File: config.mk
export PLATFORM = sky130hd
export DESIGN_NAME = grp_irq_ctrl
export DESIGN_NICKNAME = d
export VERILOG_FILES = /design/src/rtl/grp_irq_pkg.sv /design/src/rtl/grp_irq_regs.sv /design/src/rtl/grp_irq_pair.sv /design/src/rtl/grp_irq_rank.sv /design/src/rtl/grp_irq_ctrl.sv
export SDC_FILE = /design/constraint.sdc
export NUM_CORES = 1
export LEC_CHECK = 0
export BUFFER_PORTS_ARGS = -buffer_cell sky130_fd_sc_hd__buf_4
export CAP_MARGIN = 20
export CORE_MARGIN = 8
export CORE_UTILIZATION = 50
export CTS_CLUSTER_SIZE = 10
export DETAILED_ROUTE_END_ITERATION = 7
export MAX_ROUTING_LAYER = met4
export PLACE_DENSITY_LB_ADDON = 0.25
export SLEW_MARGIN = 20
export SYNTH_ARGS = -nofsm -noshare
export SYNTH_HDL_FRONTEND = slang
export SYNTH_SLANG_ARGS = --single-unit
File: constraint.sdc
create_clock -name clk -period 2.4 [get_ports clk]
set_input_delay 0.36 -clock clk [delete_from_list [all_inputs] [get_ports clk]]
set_output_delay 0.36 -clock clk [all_outputs]
set_load 0.03 [all_outputs]
File: src/rtl/grp_irq_pkg.sv
// Shared constants, types and decode functions of the grouped interrupt controller.
// Assumes six sources split into three fixed pairs.
package grp_irq_pkg;
    localparam int unsigned NUM_IRQ = 6;
    localparam int unsigned NUM_GRP = 3;
    localparam int unsigned IDX_W   = $clog2(NUM_IRQ);
    localparam int unsigned GRP_W   = $clog2(NUM_GRP + 1);

    typedef logic [IDX_W-1:0] irq_idx_t;
    typedef logic [GRP_W-1:0] grp_id_t;

    // Register addresses
    localparam logic [1:0] ADDR_REQ  = 2'd0;
    localparam logic [1:0] ADDR_MASK = 2'd1;
    localparam logic [1:0] ADDR_PRIO = 2'd2;

    // Group ids: A=0, B=1, C=2
    localparam grp_id_t GRP_A = 2'd0;
    localparam grp_id_t GRP_B = 2'd1;
    localparam grp_id_t GRP_C = 2'd2;

    // Member that wins a pair while its swap bit is 0
    function automatic int unsigned pair_first(input int unsigned g);
        case (g)
            0:       return 5;
            1:       return 2;
            default: return 1;
        endcase
    endfunction

    // Member that wins a pair while its swap bit is 1
    function automatic int unsigned pair_second(input int unsigned g);
        case (g)
            0:       return 3;
            1:       return 0;
            default: return 4;
        endcase
    endfunction

    // Group ranking {highest, middle, lowest} for an order code
    function automatic logic [3*GRP_W-1:0] group_order(input logic [2:0] code);
        case (code)
            3'b001:  return {GRP_C, GRP_A, GRP_B};
            3'b010:  return {GRP_A, GRP_B, GRP_C};
            3'b011:  return {GRP_A, GRP_C, GRP_B};
            3'b100:  return {GRP_B, GRP_C, GRP_A};
            3'b101:  return {GRP_C, GRP_B, GRP_A};
            3'b110:  return {GRP_B, GRP_A, GRP_C};
            default: return {GRP_A, GRP_B, GRP_C};
        endcase
    endfunction
endpackage

File: src/rtl/grp_irq_regs.sv
// Register set of the controller: request latch, mask with global enable, priority.
// Assumes one write port and a combinational read port. Same-cycle precedence:
// hardware set > ack clear > software write for requests; for the global enable
// ack clear > di > ei/reti > software write.
module grp_irq_regs
    import grp_irq_pkg::*;
(
    input  logic               clk,
    input  logic               rst_n,
    input  logic               reg_wr_en,
    input  logic [1:0]         reg_addr,
    input  logic [7:0]         reg_wdata,
    output logic [7:0]         reg_rdata,
    input  logic [NUM_IRQ-1:0] req_pulse,
    input  logic               take,
    input  irq_idx_t           take_idx,
    input  logic               ei_strobe,
    input  logic               di_strobe,
    input  logic               reti_strobe,
    output logic [NUM_IRQ-1:0] req_q,
    output logic [NUM_IRQ-1:0] en_q,
    output logic               gie_q,
    output logic [5:0]         prio_q
);
    logic [NUM_IRQ-1:0] req_d;
    logic [NUM_IRQ-1:0] en_d;
    logic               gie_d;
    logic [5:0]         prio_d;

    // Next request state: write, then ack clear, then hardware set on top
    always_comb begin
        req_d = req_q;
        if (reg_wr_en && reg_addr == ADDR_REQ)
            req_d = reg_wdata[NUM_IRQ-1:0];
        if (take)
            req_d[take_idx] = 1'b0;
        req_d = req_d | req_pulse;
    end

    // Next mask and global enable state
    always_comb begin
        en_d  = en_q;
        gie_d = gie_q;
        if (reg_wr_en && reg_addr == ADDR_MASK) begin
            en_d  = reg_wdata[NUM_IRQ-1:0];
            gie_d = reg_wdata[7];
        end
        if (ei_strobe || reti_strobe)
            gie_d = 1'b1;
        if (di_strobe)
            gie_d = 1'b0;
        if (take)
            gie_d = 1'b0;
    end

    // Next priority state
    always_comb begin
        prio_d = prio_q;
        if (reg_wr_en && reg_addr == ADDR_PRIO)
            prio_d = reg_wdata[5:0];
    end

    // State registers with synchronous reset
    always_ff @(posedge clk) begin
        if (!rst_n) begin
            req_q  <= '0;
            en_q   <= '0;
            gie_q  <= 1'b0;
            prio_q <= '0;
        end else begin
            req_q  <= req_d;
            en_q   <= en_d;
            gie_q  <= gie_d;
            prio_q <= prio_d;
        end
    end

    // Read mux; reserved bits read zero
    always_comb begin
        case (reg_addr)
            ADDR_REQ:  reg_rdata = {2'b00, req_q};
            ADDR_MASK: reg_rdata = {gie_q, 1'b0, en_q};
            ADDR_PRIO: reg_rdata = {2'b00, prio_q};
            default:   reg_rdata = 8'h00;
        endcase
    end
endmodule

File: src/rtl/grp_irq_pair.sv
// Picks the winner of one request pair. FIRST wins while swap is 0, SECOND wins
// while swap is 1; a lone live member always wins. Purely combinational.
module grp_irq_pair
    import grp_irq_pkg::*;
#(
    parameter int unsigned FIRST  = 0,
    parameter int unsigned SECOND = 1
) (
    input  logic [NUM_IRQ-1:0] live,
    input  logic               swap,
    output logic               valid,
    output irq_idx_t           idx
);
    // Pair arbitration
    always_comb begin
        valid = live[FIRST] | live[SECOND];
        if (swap)
            idx = live[SECOND] ? irq_idx_t'(SECOND) : irq_idx_t'(FIRST);
        else
            idx = live[FIRST] ? irq_idx_t'(FIRST) : irq_idx_t'(SECOND);
    end
endmodule

File: src/rtl/grp_irq_rank.sv
// Ranks the three pair winners by the order code and emits the overall winner.
// Reserved codes (000, 111) suppress the result. Purely combinational.
module grp_irq_rank
    import grp_irq_pkg::*;
(
    input  logic [NUM_GRP-1:0] grp_valid,
    input  irq_idx_t           grp_idx [NUM_GRP],
    input  logic [2:0]         code,
    output logic               valid,
    output irq_idx_t           idx
);
    logic [3*GRP_W-1:0] order;
    logic               code_ok;

    // Decode the order code
    always_comb begin
        order   = group_order(code);
        code_ok = (code != 3'b000) && (code != 3'b111);
    end

    // Walk from lowest to highest rank so the highest live group is kept
    always_comb begin
        valid = 1'b0;
        idx   = '0;
        for (int p = 0; p < NUM_GRP; p++) begin
            if (grp_valid[order[p*GRP_W +: GRP_W]]) begin
                valid = code_ok;
                idx   = grp_idx[order[p*GRP_W +: GRP_W]];
            end
        end
    end
endmodule

File: src/rtl/grp_irq_ctrl.sv
// Top of the grouped-priority vectored interrupt controller. Combines the
// register set, three pair arbiters and the group ranker. The grant is decoded
// combinationally from registered state, so it follows a request by one cycle.
module grp_irq_ctrl
    import grp_irq_pkg::*;
#(
    parameter int unsigned VEC_AW = 16
) (
    input  logic               clk,
    input  logic               rst_n,
    input  logic               reg_wr_en,
    input  logic [1:0]         reg_addr,
    input  logic [7:0]         reg_wdata,
    output logic [7:0]         reg_rdata,
    input  logic [5:0]         req_pulse,
    input  logic               ack,
    input  logic               ei_strobe,
    input  logic               di_strobe,
    input  logic               reti_strobe,
    output logic               grant_valid,
    output logic [2:0]         grant_idx,
    output logic [VEC_AW-1:0]  grant_vec_addr
);
    logic [NUM_IRQ-1:0] req_q;
    logic [NUM_IRQ-1:0] en_q;
    logic               gie_q;
    logic [5:0]         prio_q;
    logic [NUM_IRQ-1:0] live;
    logic [NUM_GRP-1:0] swap;
    logic [NUM_GRP-1:0] grp_valid;
    irq_idx_t           grp_idx [NUM_GRP];
    logic [2:0]         code;
    logic               win_valid;
    irq_idx_t           win_idx;
    logic               take;

    assign take = ack && grant_valid;

    grp_irq_regs u_regs (
        .clk         (clk),
        .rst_n       (rst_n),
        .reg_wr_en   (reg_wr_en),
        .reg_addr    (reg_addr),
        .reg_wdata   (reg_wdata),
        .reg_rdata   (reg_rdata),
        .req_pulse   (req_pulse),
        .take        (take),
        .take_idx    (win_idx),
        .ei_strobe   (ei_strobe),
        .di_strobe   (di_strobe),
        .reti_strobe (reti_strobe),
        .req_q       (req_q),
        .en_q        (en_q),
        .gie_q       (gie_q),
        .prio_q      (prio_q)
    );

    // Field extraction from the priority register and gating of requests
    always_comb begin
        live    = req_q & en_q & {NUM_IRQ{gie_q}};
        swap[0] = prio_q[5];
        swap[1] = prio_q[2];
        swap[2] = prio_q[1];
        code    = {prio_q[4], prio_q[3], prio_q[0]};
    end

    for (genvar g = 0; g < NUM_GRP; g++) begin : g_pair
        grp_irq_pair #(
            .FIRST  (pair_first(g)),
            .SECOND (pair_second(g))
        ) u_pair (
            .live  (live),
            .swap  (swap[g]),
            .valid (grp_valid[g]),
            .idx   (grp_idx[g])
        );
    end

    grp_irq_rank u_rank (
        .grp_valid (grp_valid),
        .grp_idx   (grp_idx),
        .code      (code),
        .valid     (win_valid),
        .idx       (win_idx)
    );

    // Grant outputs and vector slot address (two bytes per vector)
    always_comb begin
        grant_valid    = win_valid;
        grant_idx      = win_idx;
        grant_vec_addr = {{(VEC_AW-IDX_W-1){1'b0}}, win_idx, 1'b0};
    end
endmodule

* Word-level counts from Yosys, hierarchy flattened *
Cells that the tools add are included.

storage, ports and cells
  register bits = 19
  bits of input ports = 23
  logic and storage cells = 81

cells by class
  order comparisons = 8
  equality and inequality tests = 8
  muxes and demuxes = 38
  bitwise logic cells = 12
  reductions and logical operators = 11

operators with widths
  operator            count
  $mux 3              16
  $pmux 6 s5          1
  $pmux 8 s3          1
  $and 6x6->6         3
  $bmux 3 s2          3
  $mux 6              2
  $eq 3x3->1 const B  3
  $ge 3x3->1 const B  3
  $lt 2x3->1 const B  3
  $mux 1              9
  $not 2->3           3
  $bmux 1 s2          3
  $logic_and 1x1->1   6
  $not 6->6           1
  $or 6x6->6          1
  $lt 3x4->1 const B  1
  $mux 2              2
  $demux 1 s3         1
  $eq 3x1->1 const B  1
  $eq 3x2->1 const B  1
  $ge 3x1->1 const B  1
  $ne 3x3->1 const B  1
  $or 1x1->1          3
  $reduce_bool 3->1   1
  other kinds (7)     7

* Logic depth before layout (Yosys ltp) *
Gate-level depths: netlist (run 1).

  depth after elaboration = 18
  depth in mapped cells = 8
  depth with buffers taken out = 7

* Cells and area by module *
Synthesis (run 1) repeated with hierarchy kept, for this count alone.

unflattened totals
  cell total of the unflattened synthesis = 244
  area total of the unflattened synthesis = 1951.9 µm²

by module, submodules not included
  module        instances  cells each  area each (µm²)  seq. area each (µm²)
  grp_irq_regs  1          116         1031.0           380.4
  grp_irq_rank  1          86          651.9            0.0
  grp_irq_ctrl  1          24          167.7            0.0
  grp_irq_pair  3          6           33.8             0.0

* Worst setup path after synthesis (run 1) *
No wires, ideal clock.

  kind = reg2out
  start = register u_regs.gie_q
  end = output grant_vec_addr[2]
  arrival time = 1.887 ns
  slack = 0.153 ns
  cell stages (with the launch flop) = 8
  buffers on the path = 2
  path through = dfxtp_1 > buf_4 > a31oi_1 > a41o_1 > o221ai_1 > nand4_1 > a31oi_2 > buf_4

between the ends
  longest elaborated chain between the ends = 9
  elaborated cells between the ends (all ways) = 28
  classes of those cells = mux (24); bitwise (4)

RTL lines
  what                                        line                source
  start: declaration                          grp_irq_regs.sv:22  output logic gie_q,
  start signal: assignment                    grp_irq_regs.sv:73  gie_q <= gie_d;
  $and 6x6->6 (*)                             grp_irq_ctrl.sv:60  live = req_q & en_q & {NUM_IRQ{gie_q}};
  $mux 2 (tied with other cells)              grp_irq_pair.sv:20  idx = live[FIRST] ? irq_idx_t'(FIRST) : irq_idx_t'(SECOND);
  $mux 3                                      grp_irq_pair.sv:17  if (swap)
  $bmux 3 s2                                  grp_irq_rank.sv:28  idx = grp_idx[order[p*GRP_W +: GRP_W]];
  $mux 3 (not written as such) (2 in series)  grp_irq_rank.sv:28
  $mux 3 (2 in series)                        grp_irq_rank.sv:26  if (grp_valid[order[p*GRP_W +: GRP_W]]) begin
  $mux 3 (*)                                  grp_irq_rank.sv:26
  end: declaration                            grp_irq_ctrl.sv:22  output logic [VEC_AW-1:0] grant_vec_addr

Mark *: on every way between the ends. The rest lies on a longest branch, timed or not. The select of a mux whose other input is x is not followed.

* Worst setup path after layout (run 1) *
  start = register u_regs.gie_q
  end = output grant_idx[1]

between the ends
  longest elaborated chain between the ends = 9
  elaborated cells between the ends (all ways) = 28
  classes of those cells = mux (24); bitwise (4)

RTL lines
  what                                        line                source
  $and 6x6->6 (*)                             grp_irq_ctrl.sv:60
  $mux 2 (tied with other cells)              grp_irq_pair.sv:20
  $mux 3                                      grp_irq_pair.sv:17
  $bmux 3 s2                                  grp_irq_rank.sv:28
  $mux 3 (not written as such) (2 in series)  grp_irq_rank.sv:28
  $mux 3 (2 in series)                        grp_irq_rank.sv:26
  $mux 3 (*)                                  grp_irq_rank.sv:26
  end: declaration                            grp_irq_ctrl.sv:21  output logic [2:0] grant_idx,

Marked as above.

==> results_dict.tcl, run 1 <==
set metrics [dict create \
    fillerInstances 292 \
    multiInputGateArea_sq_mm 0.001324 \
    setup_violations 0 \
    core_area_sq_mm 0.003311 \
    die_h_um 74.68 \
    area_delta_synth_final_pct 33.14 \
    cts_buffer_depth 2 \
    p_per_area_mw_per_mm2 348.4 \
    cp_data_required_time_ns 2.04 \
    drtAntennaViolNets 0 \
    fin_area_sq_mm 0.002292 \
    cp_top_family "compound AO/OA/AOI/OAI gates" \
    yosys_warnings 0 \
    initial_core_util 0.5200 \
    dp.cells 292 \
    drive_above_1_share 0.4241 \
    grt_pass1_vias 1620 \
    worst_setup_path_end_kind "output port" \
    cts_sinks 19 \
    start_kind "register" \
    nets 281 \
    slew_headroom 0.6404 \
    routed_wl_mm 5.112 \
    drt_iter0_drc 105 \
    ys_ff_latch 19 \
    cp_slowest_cell "dfxtp_4" \
    fin_crit_ns 2.380 \
    final-hold-violation-count 0 \
    post_drt_wl_per_cell_um 16.87 \
    antenna_found_initial 0 \
    reg2regPathDepth 10 \
    slowest_delay_ns 0.38 \
    track_usage 0.1840 \
    path_max_fanout 6 \
    irDropWorstVdd_uv 289.2 \
    syn_area_per_cell_sq_um 8.083 \
    pwr-share-seq 0.451 \
    via_per_inst 5.875 \
    placed_cell_area_sq_mm 0.002001 \
    ys_types 53 \
    p_int_w 0.0005092 \
    gp_congestion 0.9148 \
    crit_chain "buf_4 > a31o_4 > and2_4 > mux2i_1 > a221oi_4 > a31oi_4 > buf_6" \
    path_clk_slew_ns 0.10 \
    synth-edff-count 0 \
    yosysSeqAreaShare 0.2209 \
    grt_max_degree 20 \
    drc 0 \
    grt_first_pass_wirelength_mm 7.831 \
    seqCellArea_sq_um 417.9 \
    rsz0062_at_grt "true" \
    dr_total_vias 1780 \
    dpl.hpwl_mm 3.697 \
    switchingPower_w 0.0002893 \
    dieWidth_um 74.68 \
    fmax_mhz 420.1 \
    syn_inst 213 \
    cts_buffers 3 \
    worstHoldPathCells 2 \
    critPathKind "register to output port" \
    yosysTopAreaCellShare 0.2209 \
    skew_ns 0.004215 \
    grt_overflow 0 \
    drv_slew 0 \
    diodes 0 \
    status "finished clean" \
    p_leak_nw 0.9303 \
    p_comb_frac 0.350 \
    rows 21 \
    worst_slew_pin_slew_ns 0.5258 \
    dr.pass1.iters 4 \
    finalSetupTns_ns 0 \
    critPathBufInv 2 \
    synth.area.top_cells "dfxtp_1, mux2i_1, buf_4" \
    h-tree-depth 1 \
    p_clk_frac 0.199 \
    portBuffers 35 \
    syn_area_sq_mm 0.001722 \
    min_period_over_period 0.9918 \
    synth-async-reset-ratio 0 \
    tritoncts "done" \
    ys.flop_type "dfxtp_1" \
    maxCapViolations 0 \
    die_area_sq_mm 0.005577 \
    instances_no_fill 303 \
    clock_tree.root_cell "clkbuf_4" \
    path_depth 7 \
    p_sw_frac 0.3623 \
    ios 51 \
    yosys.area.top_type "dfxtp_1" \
    worstPathArrival_ns 2.02 \
    hp-class "input port to register" \
    insertion_delay_ns 0.29 \
]
[synthesized netlist by cell type, types with 2 or more instances]
cell type	instances
o22ai_1	4
a22oi_1	2
nand3_1	9
o221ai_1	4
nor3_1	2
mux2i_1	15
o21ai_1	2
mux2_2	5
o211ai_1	3
o21a_1	2
buf_4	18
a31oi_2	2
a22o_1	3
a31oi_1	6
and2_1	3
a31o_2	2
clkbuf_1	5
inv_1	7
nor2_1	4
nand2_1	20
a21o_1	3
o21ai_0	11
nor2b_1	8
nand2b_1	3
nand4_1	5
a21oi_1	11
a311oi_1	2
dfxtp_1	19
buf_2	3
inv_2	2
a21boi_0	6
[power by group through the flow]
stage                     Clock [W]  Sequential, W  Combinational, W
after global routing       0.000176       0.000364          0.000300
after global placement            0       0.000366          0.000244
after floorplan                   0       0.000355          0.000189
after CTS                  0.000163       0.000360          0.000249
final                      0.000159       0.000360          0.000280
after detailed placement          0       0.000367          0.000246
[cells by family (layout without fill, tap and decap cells)]
| group | after synthesis | in the layout | synth area share |
|---|---|---|---|
| other | 1 | 14 | 0.002178 |
| muxes | 20 | 20 | 0.1199 |
| buffers and inverters | 36 | 67 | 0.1243 |
| AOI/OAI and AO/OA | 77 | 77 | 0.3496 |
| and+or+nand+nor | 60 | 60 | 0.1831 |
| DFF | 19 | 19 | 0.2209 |
[final cells by class]
| type | instances | area share |
|---|---|---|
| well taps | 46 | 0.02511 |
| repair buffers | 54 | 0.1883 |
| multi-input cells | 171 | 0.5775 |
| clock inverters | 1 | 0.002183 |
| clock buffers | 3 | 0.009825 |
| inverters | 9 | 0.01474 |
| flip-flops and latches | 19 | 0.1823 |
[path summary, 6_finish.rpt]
kind                                 endpoint  slack (ns)                   startpoint
hold / removal      u_regs.gie_q$_SDFFE_PP0P_        0.21                    di_strobe
setup / recovery                 grant_idx[1]        0.02    u_regs.gie_q$_SDFFE_PP0P_
setup reg to reg   u_regs.req_q[1]$_SDFF_PN0_        0.25    u_regs.gie_q$_SDFFE_PP0P_
hold reg to reg   u_regs.en_q[1]$_SDFFE_PN0P_        0.52  u_regs.en_q[1]$_SDFFE_PN0P_
[sequential cells by signal, summed over array words and instances, names as in the netlist]
name / flops
u_regs.prio_q: 6
u_regs.gie_q: 1
u_regs.req_q: 6
u_regs.en_q: 6
[cell usage in the layout (no fill, tap or decap), types with 4 or more instances in the layout]
master and n:
a21boi_0 6, a21oi_1 9, a31oi_1 6, buf_4 47, buf_6 7, conb_1 14, dfxtp_1 5, dfxtp_2 6
dfxtp_4 8, inv_1 7, mux2_2 5, mux2i_1 15, nand2_1 20, nand3_1 9, nand4_1 5, nor2_1 4
nor2b_1 8, o21ai_0 11, o221ai_2 5
[metal layers]
layer,global-route usage,share of wire
met1,0.2379,0.46
met2,0.2933,0.47
met3,0.03728,0.076
met4,0.02609,0.0025
met5,-,0
[what timing repair did]
| action | in CTS | in global routing |
|---|---|---|
| hold endpoints to repair | 0 | 0 |
| setup buffers | 1 | 6 |
| hold buffers | 0 | 0 |
| gates resized for setup | 10 | 46 |
| pin swaps | 2 | 12 |
| setup endpoints to repair | 6 | 6 |
[metrics by stage]
step           worst slack (ns)   power, W  hold slack [ns]    util
2_1_floorplan            0.1530  0.0005443           0.4367       -
3_3_place_gp             0.1387  0.0006102           0.5080  0.6043
3_5_place_dp             0.1442  0.0006124           0.5185  0.6043
4_1_cts               0.0007501  0.0007727           0.2043  0.6243
5_1_grt                -0.05271  0.0008399           0.2046  0.6924
6_report                0.01958  0.0007985           0.2104  0.6924
Note: power is estimated with default switching activity, not from simulation.
==> inputs of run 2 (changes only) <==
- SYNTH_HIERARCHICAL: default -> 1
- clock period: 2.4 -> 2.46 ns (I/O delays scaled with it)
==> results_dict.tcl, run 2 <==
set metrics [dict create \
    via_per_inst 5.778 \
    status "finished with violations" \
    die_h_um 78.48 \
    grt_max_degree 25 \
    worstPathArrival_ns 2.15 \
    fin_ws_ns -0.05704 \
    yosys.area.top_type "dfxtp_1" \
    path_depth 8 \
    insertion_delay_ns 0.26 \
    rsz0062_at_grt "true" \
    synth.area.top_cells "dfxtp_1, mux2i_1, buf_4" \
    dr.pass1.iters 4 \
    area_delta_synth_final_pct 30.83 \
    path_max_fanout 8 \
    synthMostInstantiatedCell "mux2i_1" \
    p_leak_nw 1.036 \
    h-tree-depth 1 \
    fin_worst_hold_slack_ns 0.3279 \
    fmax_mhz 397.3 \
    ys_top_cells_by_count "mux2i_1, buf_4, nand2_1" \
    dieWidth_um 78.48 \
    setup_violations 7 \
    yosys_warnings 6 \
    drtAntennaViolNets 0 \
    ios 51 \
    core_area_sq_mm 0.003716 \
    nets 314 \
    final_cell_mix "buf_4, mux2i_1, nand2_1" \
    drv_slew 0 \
    crit_top_cell "buf_6" \
    fillerInstances 306 \
    post-route-util 0.6872 \
    cts_sinks 19 \
    synth-edff-count 0 \
    syn_area_sq_mm 0.001952 \
    cp_slowest_cell "dfxtp_4" \
    initial_core_util 0.5253 \
    routed_wl_mm 5.543 \
    critPathBufInv 2 \
    dr_total_vias 1953 \
    crit_chain "and3_4 > or2_4 > buf_6 > o21bai_4 > o32a_1 > o211ai_1 > a31oi_4 > buf_6" \
    syn_inst 244 \
    violations "setup timing" \
    yosysSeqAreaShare 0.1949 \
    slew_headroom 0.6459 \
    crit_end "grant_vec_addr[2]" \
    min_period_over_period 1.023 \
    worst_slew_pin_slew_ns 0.5296 \
    placed_cell_area_sq_mm 0.002238 \
    antenna_found_initial 0 \
    final-hold-violation-count 0 \
    r2r_slack_ns -0.02 \
    worst_setup_path_end_kind "output port" \
    cp_data_required_time_ns 2.09 \
    p_per_area_mw_per_mm2 327.5 \
    drive_above_1_share 0.3897 \
    multiInputGateArea_sq_mm 0.001521 \
    fin_area_sq_mm 0.002554 \
    grt_pass1_vias 1802 \
    drt_iter0_drc 232 \
    maxCapViolations 0 \
    grt_overflow 0 \
    hold_buffers 0 \
    cts_buffers 3 \
    reg2reg_from "u_regs/gie_q$_SDFFE_PP0P_" \
    drc 0 \
    hp-class "input port to register" \
    cts_buffer_depth 2 \
    r2r_end "u_regs/req_q[0]$_SDFF_PN0_" \
    critPathKind "register to output port" \
    post_drt_wl_per_cell_um 16.40 \
    slowest_delay_ns 0.38 \
    rows 22 \
    portBuffers 35 \
    reg2regPathDepth 10 \
    clock_tree.root_cell "clkbuf_8" \
    syn_area_per_cell_sq_um 7.999 \
    irDropWorstVdd_uv 354.5 \
    dpl.hpwl_mm 3.858 \
    min_from "di_strobe" \
    start_kind "register" \
    ys_ff_latch 19 \
    path_clk_slew_ns 0.07 \
    fin_crit_ns 2.517 \
    grt_first_pass_wirelength_mm 8.576 \
    synth-async-reset-ratio 0 \
    cp_top_family "compound AO/OA/AOI/OAI gates" \
    gp_congestion 0.8599 \
    yosysTopAreaCellShare 0.1949 \
    tritoncts "done" \
    ys_types 45 \
    diodes 0 \
    track_usage 0.1729 \
    skew_ns 0.001737 \
    seqCellArea_sq_um 389.1 \
    crit_path_start "u_regs/gie_q$_SDFFE_PP0P_" \
    largestRegisters "u_regs/en_q x6, u_regs/prio_q x6, u_regs/req_q x6" \
    ys.flop_type "dfxtp_1" \
    final_common_cell "buf_4" \
    die_area_sq_mm 0.006159 \
]
==> run 2: worst min path at each step <==
stage | endpoint | cells past startpoint
after floorplan | u_regs/req_q[0]$_SDFF_PN0_ | 2
after CTS | u_regs/gie_q$_SDFFE_PP0P_ | 4
after global placement | u_regs/req_q[4]$_SDFF_PN0_ | 2
after global routing | u_regs/gie_q$_SDFFE_PP0P_ | 4
final | u_regs/gie_q$_SDFFE_PP0P_ | 4
after detailed placement | u_regs/req_q[4]$_SDFF_PN0_ | 2
==> run 2: kinds of logic (layout without fill, tap and decap cells) <==
logic type             after synthesis  after routing  share of synthesized area
buffers and inverters               38             71                     0.1474
DFF                                 19             19                     0.1949
AOI/OAI and AO/OA                   60             60                     0.2032
muxes                               32             32                     0.1667
other                                5             18                   0.009616
and+or+nand+nor                     90             90                     0.2782
==> run 2: metal layers <==
layer  up-vias  part of all wire  wire length (um)  global-route usage
li1        940                 -                 -                   -
met1       918              0.47              2587              0.2285
met2        89              0.46              2549              0.2659
met5         -                 0                 0                   -
met4         0             0.010                57             0.04815
met3         6             0.063               348             0.02506
==> run 2: layout make-up <==
class,count,share of cell area
clock buffer,4,0.01764
inverter,2,0.002940
multi-input combinational,200,0.5958
sequential,19,0.1524
tap,48,0.02352
timing repair buffer,65,0.2077
==> run 2: metrics by stage <==
step           TNS [ns]  cells  worst slack [ns]  power [W]
5_1_grt          -1.049    338           -0.1528  0.0008820
6_report        -0.2983    338          -0.05704  0.0008363
4_1_cts        -0.09935    334          -0.02550  0.0008199
3_5_place_dp    -0.1939    324          -0.06648  0.0005915
2_1_floorplan         0    257           0.05368  0.0005376
3_3_place_gp    -0.2470    324          -0.04596  0.0005890
==> run 2: report_power, final <==
part           internal, W  total, W  switching, W
Sequential        0.000323  0.000340     0.0000172
Clock             0.000115  0.000218      0.000102
Combinational     0.000121  0.000278      0.000157
Total             0.000559  0.000836      0.000277
==> run 2: worst reg2reg max path, cell delays in order, from the launching register on <==
cell      delay (ns)
dfxtp_4         0.40
and3_4          0.22
or2_4           0.16
nor3_2          0.06
o32a_1          0.34
o211ai_1        0.30
a31oi_4         0.18
buf_12          0.17
buf_4           0.14
o41ai_4         0.32
a21oi_1         0.08
==> run 2: timing repair <==
item | 4_1_cts | 5_1_grt
setup buffers | 6 | 4
endpoints found under the setup margin | 11 | 12
pin swaps | 11 | 16
gates resized for setup | 25 | 18
==> inputs of run 3 (changes only) <==
- CTS_BUF_LIST: default -> sky130_fd_sc_hd__clkbuf_8
- clock period: 2.46 -> 3.1 ns (I/O delays scaled with it)
==> results_dict.tcl, run 3 (synthesized netlist as in run 2, its figures left out) <==
set metrics [dict create \
    crit_chain "and3_1 > or2_1 > nor3b_1 > o32a_1 > o211ai_1 > a31oi_1 > buf_4" \
    insertion_delay_ns 0.26 \
    drc 0 \
    cp_data_required_time_ns 2.63 \
    fin_ws_ns 0.1822 \
    path_clk_slew_ns 0.07 \
    grt_max_degree 23 \
    post-route-util 0.5741 \
    dr_total_vias 1762 \
    track_usage 0.1668 \
    tritoncts "done" \
    multiInputGateArea_sq_mm 0.001333 \
    critPathKind "register to output port" \
    area_delta_synth_final_pct 9.295 \
    worst_slew_pin_slew_ns 0.6669 \
    core_area_sq_mm 0.003716 \
    antenna_found_initial 0 \
    dpl.hpwl_mm 3.807 \
    slew_headroom 0.5548 \
    drtAntennaViolNets 0 \
    postCtsSetupRepairBufs 0 \
    skew_ns 0.001923 \
    drt_iter0_drc 221 \
    dr.pass1.iters 4 \
    initial_core_util 0.5253 \
    cp_slowest_cell "dfxtp_1" \
    largestRegisters "u_regs/en_q x6, u_regs/prio_q x6, u_regs/req_q x6" \
    clock_tree.root_cell "clkbuf_8" \
    fmax_mhz 342.7 \
    die_h_um 78.48 \
    dp.cells 310 \
    hp-class "input port to register" \
    start_kind "register" \
    r2r_slack_ns 0.52 \
    drive_above_1_share 0.2180 \
    final_cell_mix "buf_4, mux2i_1, nand2_1" \
    routed_wl_mm 4.945 \
    slowest_delay_ns 0.38 \
    h-tree-depth 1 \
    portBuffers 35 \
    ios 51 \
    min_period_over_period 0.9412 \
    hold_buffers 0 \
    fin_crit_ns 2.918 \
    fin_worst_hold_slack_ns 0.4316 \
    cts_resized 0 \
    p_per_area_mw_per_mm2 292.7 \
    grt_pass1_vias 1671 \
    path_max_fanout 8 \
    nets 290 \
    place_ws_ns 0.4974 \
    cts_buffer_depth 2 \
    seqCellArea_sq_um 380.4 \
    cts_sinks 19 \
    post_drt_wl_per_cell_um 15.75 \
    status "finished clean" \
    irDropWorstVdd_uv 331.5 \
    via_per_inst 5.611 \
    drv_slew 0 \
    gp_congestion 0.8500 \
    rsz0062_at_grt "false" \
    instances_no_fill 314 \
    grt_first_pass_wirelength_mm 8.335 \
    maxCapViolations 0 \
    rows 22 \
    cp_top_family "simple AND/OR/NAND/NOR gates" \
    fillerInstances 368 \
    die_area_sq_mm 0.006159 \
    grt_overflow 0 \
    final_common_cell "buf_4" \
    worst_setup_path_end_kind "output port" \
    worstPathArrival_ns 2.45 \
    cts_buffers 3 \
    diodes 0 \
    critPathBufInv 1 \
    setup_violations 0 \
    final-hold-violation-count 0 \
    finalSetupTns_ns 0 \
    dieWidth_um 78.48 \
    p_leak_nw 0.8758 \
]
[run 3: power by group]
group	leakage, nW	total, W	internal (W)	switching [W]
clock network	0.0269	0.000170	0.0000882	0.0000818
registers	0.156	0.000272	0.000256	0.0000159
logic	0.693	0.000182	0.0000730	0.000109
[run 3: stage by stage]
stage          instance area, sq um  total power [W]
2_1_floorplan                  2001        0.0004245
3_3_place_gp                   2088        0.0004543
3_5_place_dp                   2088        0.0004572
4_1_cts                        2133        0.0006278
5_1_grt                        2133        0.0006600
6_report                       2133        0.0006245
[run 3: path summary, 6_finish.rpt]
path                                                 start                          to  cells past startpoint
worst min register to register  u_regs/req_q[5]$_SDFF_PN0_  u_regs/req_q[5]$_SDFF_PN0_                      2
worst min-delay path                             di_strobe   u_regs/gie_q$_SDFFE_PP0P_                      4
worst max register to register   u_regs/gie_q$_SDFFE_PP0P_  u_regs/req_q[4]$_SDFF_PN0_                      9
worst max-delay path             u_regs/gie_q$_SDFFE_PP0P_                grant_idx[2]                      7
[run 3: layer usage]
| layer | GRT usage | wire length (um) | vias up |
|---|---|---|---|
| met4 | 0.02778 | 27 | 0 |
| met2 | 0.2552 | 2287 | 67 |
| met5 | - | 0 | - |
| met1 | 0.2231 | 2330 | 807 |
| li1 | - | - | 884 |
| met3 | 0.03303 | 300 | 4 |
[run 3: worst min-delay path, cell delays in order]
cell and delay, ns:
buf_4 0.07, nor2_1 0.03, nand2_1 0.05, a21oi_1 0.03
[run 3: layout make-up]
class,instances,area share
Clock buffer,3,0.01935
Clock inverter,1,0.001760
Inverter,2,0.003519
Multi-Input combinational cell,200,0.6246
Sequential cell,19,0.1783
Tap cell,48,0.02815
Timing Repair Buffer,41,0.1443
